### src/rtl/sbrg_pkg.sv
package sbrg_pkg;

    typedef enum logic [1:0] {
        MODE_OFF,
        MODE_SPI,
        MODE_I2C
    } mode_e;

    // Control state held between edges
    typedef struct packed {
        logic running;
        logic sclk;
        logic err;
        logic pulse;
    } ctrl_s;

    function automatic mode_e decode_mode(input logic [3:0] sel);
        if (sel == 4'b1000)
            return MODE_I2C;
        else if (sel[3:2] == 2'b00)
            return MODE_SPI;
        else
            return MODE_OFF;
    endfunction

endpackage

### src/rtl/sbrg_prescale.sv
module sbrg_prescale #(
    parameter int unsigned DIV = 2
) (
    input  logic clk,
    input  logic rst,
    input  logic run,
    output logic tick
);
    generate
        if (DIV <= 1) begin : g_direct
            assign tick = run;
        end else begin : g_div
            localparam int unsigned PW = $clog2(DIV);
            localparam logic [PW-1:0] LAST = PW'(DIV - 1);

            logic [PW-1:0] ph_d, ph_q;

            always_comb begin
                ph_d = ph_q;
                if (!run || ph_q == LAST)
                    ph_d = '0;
                else
                    ph_d = ph_q + PW'(1);
            end

            always_ff @(posedge clk) begin
                if (rst)
                    ph_q <= '0;
                else
                    ph_q <= ph_d;
            end

            assign tick = run && (ph_q == LAST);
        end
    endgenerate
endmodule

### src/rtl/sbrg_downcnt.sv
module sbrg_downcnt #(
    parameter int unsigned W = 8
) (
    input  logic         clk,
    input  logic         rst,
    input  logic         load,
    input  logic [W-1:0] load_val,
    input  logic         tick,
    input  logic         allow,
    input  logic         stop,
    output logic         rollover
);
    logic [W-1:0] cnt_d, cnt_q;

    always_comb begin
        cnt_d    = cnt_q;
        rollover = 1'b0;
        if (load) begin
            cnt_d = load_val;
        end else if (tick && !stop) begin
            if (cnt_q == '0) begin
                if (allow) begin
                    cnt_d    = load_val;
                    rollover = 1'b1;
                end
            end else begin
                cnt_d = cnt_q - W'(1);
            end
        end
    end

    always_ff @(posedge clk) begin
        if (rst)
            cnt_q <= '0;
        else
            cnt_q <= cnt_d;
    end
endmodule

### src/rtl/sbrg_ctrl.sv
module sbrg_ctrl
    import sbrg_pkg::*;
(
    input  logic  clk,
    input  logic  rst,
    input  mode_e mode,
    input  logic  cpol,
    input  logic  buf_wr,
    input  logic  value_ok,
    input  logic  xfer_done,
    input  logic  rollover,
    output logic  start,
    output ctrl_s state
);
    ctrl_s st_d, st_q;
    logic  idle_lvl;
    logic  req;

    always_comb begin
        idle_lvl = (mode == MODE_SPI) ? cpol : 1'b1;
        req      = buf_wr && !st_q.running;
        start    = req && (mode != MODE_OFF) && ((mode != MODE_I2C) || value_ok);

        st_d       = st_q;
        st_d.pulse = rollover;
        if (rollover)
            st_d.sclk = ~st_q.sclk;
        if (req && mode == MODE_I2C && !value_ok)
            st_d.err = 1'b1;
        if (st_q.running && xfer_done)
            st_d.running = 1'b0;
        else if (start)
            st_d.running = 1'b1;
    end

    always_ff @(posedge clk) begin
        if (rst)
            st_q <= '{running: 1'b0, sclk: idle_lvl, err: 1'b0, pulse: 1'b0};
        else
            st_q <= st_d;
    end

    assign state = st_q;
endmodule

### src/rtl/sclk_rate_gen.sv
module sclk_rate_gen
    import sbrg_pkg::*;
#(
    parameter int unsigned WIDTH      = 8,
    parameter int unsigned MIN_RELOAD = 3,
    parameter int unsigned PRESCALE   = 2
) (
    input  logic             clk,
    input  logic             rst,
    input  logic [3:0]       mode_sel,
    input  logic             spi_cpol,
    input  logic [WIDTH-1:0] reload_val,
    input  logic             buf_wr,
    input  logic             xfer_done,
    input  logic             hold_reload,
    output logic             sclk_out,
    output logic             roll_pulse,
    output logic             running,
    output logic             cfg_err
);
    localparam logic [WIDTH-1:0] MIN_V = WIDTH'(MIN_RELOAD);

    mode_e mode;
    ctrl_s state;
    logic  tick, start, rollover, allow, value_ok;

    always_comb begin
        mode     = decode_mode(mode_sel);
        value_ok = (reload_val >= MIN_V);
        allow    = !((mode == MODE_I2C) && state.sclk && hold_reload);
    end

    sbrg_prescale #(.DIV(PRESCALE)) u_pre (
        .clk  (clk),
        .rst  (rst),
        .run  (state.running),
        .tick (tick)
    );

    sbrg_downcnt #(.W(WIDTH)) u_cnt (
        .clk      (clk),
        .rst      (rst),
        .load     (start),
        .load_val (reload_val),
        .tick     (tick),
        .allow    (allow),
        .stop     (xfer_done),
        .rollover (rollover)
    );

    sbrg_ctrl u_ctrl (
        .clk       (clk),
        .rst       (rst),
        .mode      (mode),
        .cpol      (spi_cpol),
        .buf_wr    (buf_wr),
        .value_ok  (value_ok),
        .xfer_done (xfer_done),
        .rollover  (rollover),
        .start     (start),
        .state     (state)
    );

    assign sclk_out   = state.sclk;
    assign roll_pulse = state.pulse;
    assign running    = state.running;
    assign cfg_err    = state.err;
endmodule

### config.mk
export PLATFORM = sky130hd
export DESIGN_NAME = sclk_rate_gen
export DESIGN_NICKNAME = d
export VERILOG_FILES = /design/src/rtl/sbrg_pkg.sv /design/src/rtl/sbrg_prescale.sv /design/src/rtl/sbrg_downcnt.sv /design/src/rtl/sbrg_ctrl.sv /design/src/rtl/sclk_rate_gen.sv
export SDC_FILE = /design/constraint.sdc
export NUM_CORES = 1
export LEC_CHECK = 0
export BUFFER_PORTS_ARGS = -buffer_cell sky130_fd_sc_hd__buf_2
export CORE_MARGIN = 8
export CORE_UTILIZATION = 50
export DETAILED_ROUTE_END_ITERATION = 8
export PLACE_DENSITY = 0.79
export SETUP_SLACK_MARGIN = 0.1
export SLEW_MARGIN = 20
export SYNTH_ARGS = -nofsm -noshare
export SYNTH_HDL_FRONTEND = slang
export SYNTH_SLANG_ARGS = --single-unit
### constraint.sdc
create_clock -name clk -period 1.75 [get_ports clk]
set_input_delay 0.175 -clock clk [delete_from_list [all_inputs] [get_ports clk]]
set_output_delay 0.175 -clock clk [all_outputs]
set_load 0.1 [all_outputs]
==> metrics.txt, run 1 <==
outcome finished, final reports clean; Pre-antenna DRT Iters 4; most frequent cells in the layout buf_2, inv_1, dfxtp_1; clock slew seen by the registers of the worst setup and hold paths 80 ps; Tot Pwr 0.0008993 W; leakage 0.4702 nW; detailed placement HPWL 1.549 mm; CTS tree yes; RSZ-0062 raised after global routing yes; Final Cycle Share 0.9805; clk sinks 13; TNS Setup 0 ps; Yosys reg bits 13; port bufs 21; Comb pwr share 0.412; number of synthesized flops with an enable pin 1; Die Y 56.67 um; count of synthesis-stage warnings from yosys 0; area grow syn2layout 26.47%; pwr dens 859.8 mW/mm^2; Switching Share 0.3508; Final min period 1716 ps; DRC viols 0; DRT iter0 DRCs 28; crit path DAT 1900 ps; IO Pins 22; critical path cell sequence inv_2 -> ha_2 -> nor3b_4 -> nand4_1 -> a32oi_2 -> buf_4 -> or2_4 -> o31ai_2; Worst Skew 4.442 ps; critical path startpoint category register; most common cell after layout, fill and taps aside buf_2; syn nets 118; number of nets with antenna violations after routing 0; Unique masters post-synth 34; DR WL/cell 15.38 um; number of CTS-inserted buffers 3; clock root cell clkbuf_4; Max Fclk 582.8 MHz; H-tree depth 1; Die Area 0.003211 sq mm; crit-path max FO 7; share of layout cells above drive strength 1 0.3571; total core area 0.001524 sq mm; Post-Synthesis Cell Area 827.0 sq um; DR vias/cell 5.951; required time of the critical path 1930 ps; Tightest Hold Check Type in -> reg; Slew headroom 0.6744; DRT Wirelength 2.184 mm; pin count of the biggest net entering global routing 16; Antenna diodes 0; Vias 845; Net Sw Power 0.0003155 W; VDD IR max 514.5 uV; Clock Path Buffers 2; mean post-synth cell area 8.439 sq um; GPL Wtd Cong 0.8008; GRT overflow 0; vias in the first global route 763; FILL cells 126; initial antenna violation count 0; crit end category register; Clk Latency, worst-skew pair 280 ps; Clk pwr share 0.214; GRT Total Usage 0.1202; Sequential Power Share 0.375; Die Width 56.67 um; Hold Vio Cnt, Final 0; most common flop cell mapped by yosys dfxtp_1; Slew Viols, Final 0; first-pass GRT wire length 3.222 mm; worst setup path class reg -> reg; cells after synthesis 98; dpl cell area 955.9 sq um; Initial Util 0.5427; Internal 0.0005839 W; Rows 14; Slew @ Worst Pin 491.8 ps; post-synthesis sequential area ratio 0.3268; setup violators final 0; maxcap violations 0; design area 0.001046 sq mm; FFs w/ async S/R, synth 0; nets@finish 147; max incr delay on CP 360 ps; Critical Path Slowest Stage Cell dfxtp_2
[worst paths after layout]
kind | from | to | slack, ps | depth (start not counted)
worst min register to register | u_pre.g_div.ph_q | u_pre.g_div.ph_q | 450 | 1
worst max register to register | u_cnt.cnt_q[0] | u_cnt.cnt_q[1] | 30 | 8
worst max-delay path | u_cnt.cnt_q[0] | u_cnt.cnt_q[1] | 30 | 8
worst min-delay path | xfer_done | u_ctrl.state[3] | 180 | 3
[Yosys cell counts (2+ instances only)]
library cell | count | share of area
a211oi_1 | 2 | 0.018
a21oi_1 | 7 | 0.042
a31oi_1 | 2 | 0.015
and2_1 | 4 | 0.030
dfxtp_1 | 12 | 0.29
ha_1 | 2 | 0.030
inv_1 | 11 | 0.050
mux2i_1 | 6 | 0.073
nand2_1 | 6 | 0.027
nand3_1 | 3 | 0.018
nand3b_1 | 3 | 0.027
nand4_1 | 3 | 0.023
nor2_1 | 5 | 0.023
nor2b_1 | 2 | 0.015
nor3b_1 | 2 | 0.018
nor4_1 | 3 | 0.023
o32ai_1 | 6 | 0.064
or2_1 | 2 | 0.015
or3_1 | 2 | 0.015
[per-layer routing]
| metal | global-route usage | wire length (um) | part of all wire |
|---|---|---|---|
| met1 | 0.1355 | 898 | 0.41 |
| met3 | 0.02247 | 70 | 0.032 |
| met2 | 0.2163 | 1190 | 0.54 |
| met4 | 0.04124 | 24 | 0.011 |
| met5 | 0 | 0 | 0 |
[critical path, delay by kind of cell, from the launching register on]
| family | cells | cell delay, ps |
|---|---|---|
| and+or+nand+nor | 3 | 550 |
| AOI/OAI and AO/OA | 2 | 360 |
| DFF | 1 | 360 |
| buffers and inverters | 2 | 200 |
| adders and majority gates | 1 | 170 |
[stage by stage]
step | hold slack [ps] | worst slack (ps) | std cells | util
final | 180.7 | 34.07 | 142 | 0.6864
after global routing | 189.6 | -48.09 | 142 | 0.6864
after CTS | 171.4 | 100.2 | 139 | 0.6511
after detailed placement | 435.7 | 14.05 | 135 | 0.6273
after global placement | 411.4 | 47.74 | 135 | 0.6273
after floorplan | 246.6 | -187.8 | 98 | -
[area by class of cell]
class | instances | area (sq um) | share of cell area
Multi-Input combinational cell | 70 | 519.2 | 0.4964
Tap cell | 16 | 20.02 | 0.01914
Timing Repair Buffer | 28 | 165.2 | 0.1579
Clock buffer | 4 | 26.28 | 0.02512
Sequential cell | 13 | 274.0 | 0.2620
Inverter | 11 | 41.29 | 0.03947
[timing repair]
item | 4_1_cts | 5_1_grt
pin swaps | 0 | 2
hold buffers | 0 | 0
resized for setup | 3 | 10
buffers inserted | 0 | 3
endpoints found under the setup margin | 8 | 8
[sequential cells by signal, summed over array words and instances, names as in the netlist]
register and cells:
u_ctrl.state 4, u_pre.g_div.ph_q 1, u_cnt.cnt_q 8
[power groups by stage]
stage	logic [W]	clock network, W	registers [W]
after floorplan	0.000227	0	0.000355
after global placement	0.000323	0	0.000340
after detailed placement	0.000327	0	0.000340
after CTS	0.000336	0.000192	0.000334
after global routing	0.000405	0.000204	0.000339
final	0.000370	0.000192	0.000337
[kinds of logic after synthesis]
kind of cell | Yosys count | synth area share
mux | 7 | 0.08623
compound gates | 21 | 0.1800
simple gates | 40 | 0.2935
buf+inv | 15 | 0.08320
flops | 13 | 0.3268
fa+ha+maj | 2 | 0.03025
(Power assumes the default switching activity.)
==> inputs of run 2 (changes only) <==
--- a/config.mk
+++ b/config.mk
@@ -7,10 +7,10 @@
 export LEC_CHECK = 0
 export BUFFER_PORTS_ARGS = -buffer_cell sky130_fd_sc_hd__buf_2
 export CORE_MARGIN = 8
-export CORE_UTILIZATION = 50
+export CORE_UTILIZATION = 45
 export DETAILED_ROUTE_END_ITERATION = 8
-export PLACE_DENSITY = 0.79
-export SETUP_SLACK_MARGIN = 0.1
+export PLACE_DENSITY = 0.73
+export SETUP_SLACK_MARGIN = 0.02
 export SLEW_MARGIN = 20
 export SYNTH_ARGS = -nofsm -noshare
 export SYNTH_HDL_FRONTEND = slang
==> run 2 against run 1 <==
Hold slack got worse by 33 ps. Via count increased by 5.9%. Utilization decreased by 3.3 points. Non-clock buffer count increased by 4. Register-to-register slack improved by 50 ps. Clock skew increased by 5.9 ps. Design area increased by 7.8%. Flip-flop and latch count unchanged. Clock power increased by 5%. Maximum frequency increased by 3.3%. Critical path depth decreased by 2. Sequential share of layout area decreased by 1.9 points. Largest cell class unchanged. Largest power group unchanged.
==> metrics.txt, run 2 (synthesis results as in run 1) <==
share of layout cells above drive strength 1 0.4077; non-filler cells, final 155; setup slack, reg-to-reg 90 ps; DRT iter0 DRCs 19; crit end category register; detailed placement HPWL 1.598 mm; area grow syn2layout 36.31%; leakage 0.4911 nW; Die Y 58.87 um; clock slew seen by the registers of the worst setup and hold paths 90 ps; multi-input combinational cell area 555.5 sq um; max reg flops 8; Reg with most FFs u_cnt.cnt_q; Slew headroom 0.6766; nets@finish 151; outcome finished, final reports clean; required time of the critical path 1940 ps; Die Area 0.003466 sq mm; Setup Buffers After CTS 0; maxcap violations 0; pwr dens 854.6 mW/mm^2; CP Capture Point u_cnt.cnt_q[5]; worst r2r dst u_cnt.cnt_q[5]; Pre-antenna DRT Iters 4; Hold Vio Cnt, Final 0; worst setup path class reg -> reg; met3 wire len 180 um; max incr delay on CP 410 ps; metal2 WL 1.109 mm; DRT Wirelength 2.215 mm; TNS Setup 0 ps; Worst Setup SP u_cnt.cnt_q[0]; R2R depth 6; number of nets with antenna violations after routing 0; post-layout util 0.6529; Vias 895; CTS tree yes; Die Width 58.87 um; Slew Viols, Final 0; DRT met1 WL 894 um; GPL Wtd Cong 0.8151; crit-path max FO 5; setup violators final 0; DR WL/cell 14.29 um; critical path startpoint category register; Clock Path Buffers 2; GRT overflow 0; vias in the first global route 842; Clk Latency, worst-skew pair 290 ps; crit path DAT 1850 ps; H-tree depth 1; Rows 15; Tightest Hold Check Type in -> reg; CTS resizes 0; total core area 0.001727 sq mm; pin count of the biggest net entering global routing 16; Final min period 1662 ps; most common cell after layout, fill and taps aside buf_2; initial antenna violation count 0; Final Cycle Share 0.9495; IO Pins 22; most frequent cells in the layout buf_2, inv_1, dfxtp_1; GRT Total Usage 0.1281; Register Area 274.0 sq um; first-pass GRT wire length 3.519 mm; DRC viols 0; Worst Skew 10.32 ps; number of CTS-inserted buffers 3; Placed Cells 150; critical path cell sequence buf_4 -> or3_1 -> nor2_2 -> nand3_1 -> mux2_2 -> o32ai_1; Initial Util 0.4790; highest routed layer met4; clk sinks 13; port bufs 21; Critical Path Slowest Stage Cell or3_1; worst r2r src u_cnt.cnt_q[0]; DR vias/cell 5.774; VDD IR max 555.5 uV; Slew @ Worst Pin 488.4 ps; hold_buf cts 0; Max Fclk 601.8 MHz; RSZ-0062 raised after global routing yes; FILL cells 152; Antenna diodes 0; clock root cell clkbuf_4
==> run 2: critical path, delay by kind of cell, from the launching register on <==
kind | cells | cell delay [ps]
and+or+nand+nor | 3 | 720
muxes | 1 | 270
AOI/OAI and AO/OA | 1 | 100
DFF | 1 | 320
buffers and inverters | 1 | 130
==> run 2: power breakdown <==
| group | switching, W | internal [W] | total [W] |
|---|---|---|---|
| registers | 0.0000169 | 0.000319 | 0.000336 |
| logic | 0.000217 | 0.000208 | 0.000425 |
| clock network | 0.000113 | 0.0000887 | 0.000202 |
==> run 2: worst min-delay path by stage <==
stage | startpoint | endpoint | slack (ps) | depth (start not counted)
detailed placement | u_pre.g_div.ph_q | u_pre.g_div.ph_q | 420 | 1
floorplan | rst | u_ctrl.state[0] | 250 | 1
global route | xfer_done | u_ctrl.state[3] | 170 | 3
CTS | xfer_done | u_ctrl.state[3] | 150 | 3
global placement | u_pre.g_div.ph_q | u_pre.g_div.ph_q | 410 | 1
finish | xfer_done | u_ctrl.state[3] | 150 | 3
==> run 2: layout make-up <==
type                            count  share of cell area
Inverter                           11             0.03663
Timing Repair Buffer               32              0.1765
Multi-Input combinational cell     70              0.4928
Sequential cell                    13              0.2431
Tap cell                           25             0.02775
Clock buffer                        4             0.02331
==> run 2: metrics by stage <==
stage / setup WS [ps] / cell area (sq um) / hold slack, ps / total power, W
final: 88.36 / 1127 / 148.0 / 0.0009634
after global routing: -29.03 / 1127 / 169.6 / 0.001010
after global placement: 60.90 / 1012 / 407.6 / 0.0006766
after CTS: 34.08 / 1039 / 152.1 / 0.0008824
after floorplan: -187.8 / 834.6 / 246.6 / 0.0005816
after detailed placement: 17.71 / 1012 / 415.5 / 0.0006862
==> run 2: metal layers <==
metal,vias up,track usage
met5,-,0
met4,0,0.06143
met3,6,0.02826
met2,43,0.2212
met1,424,0.1443
li1,422,-
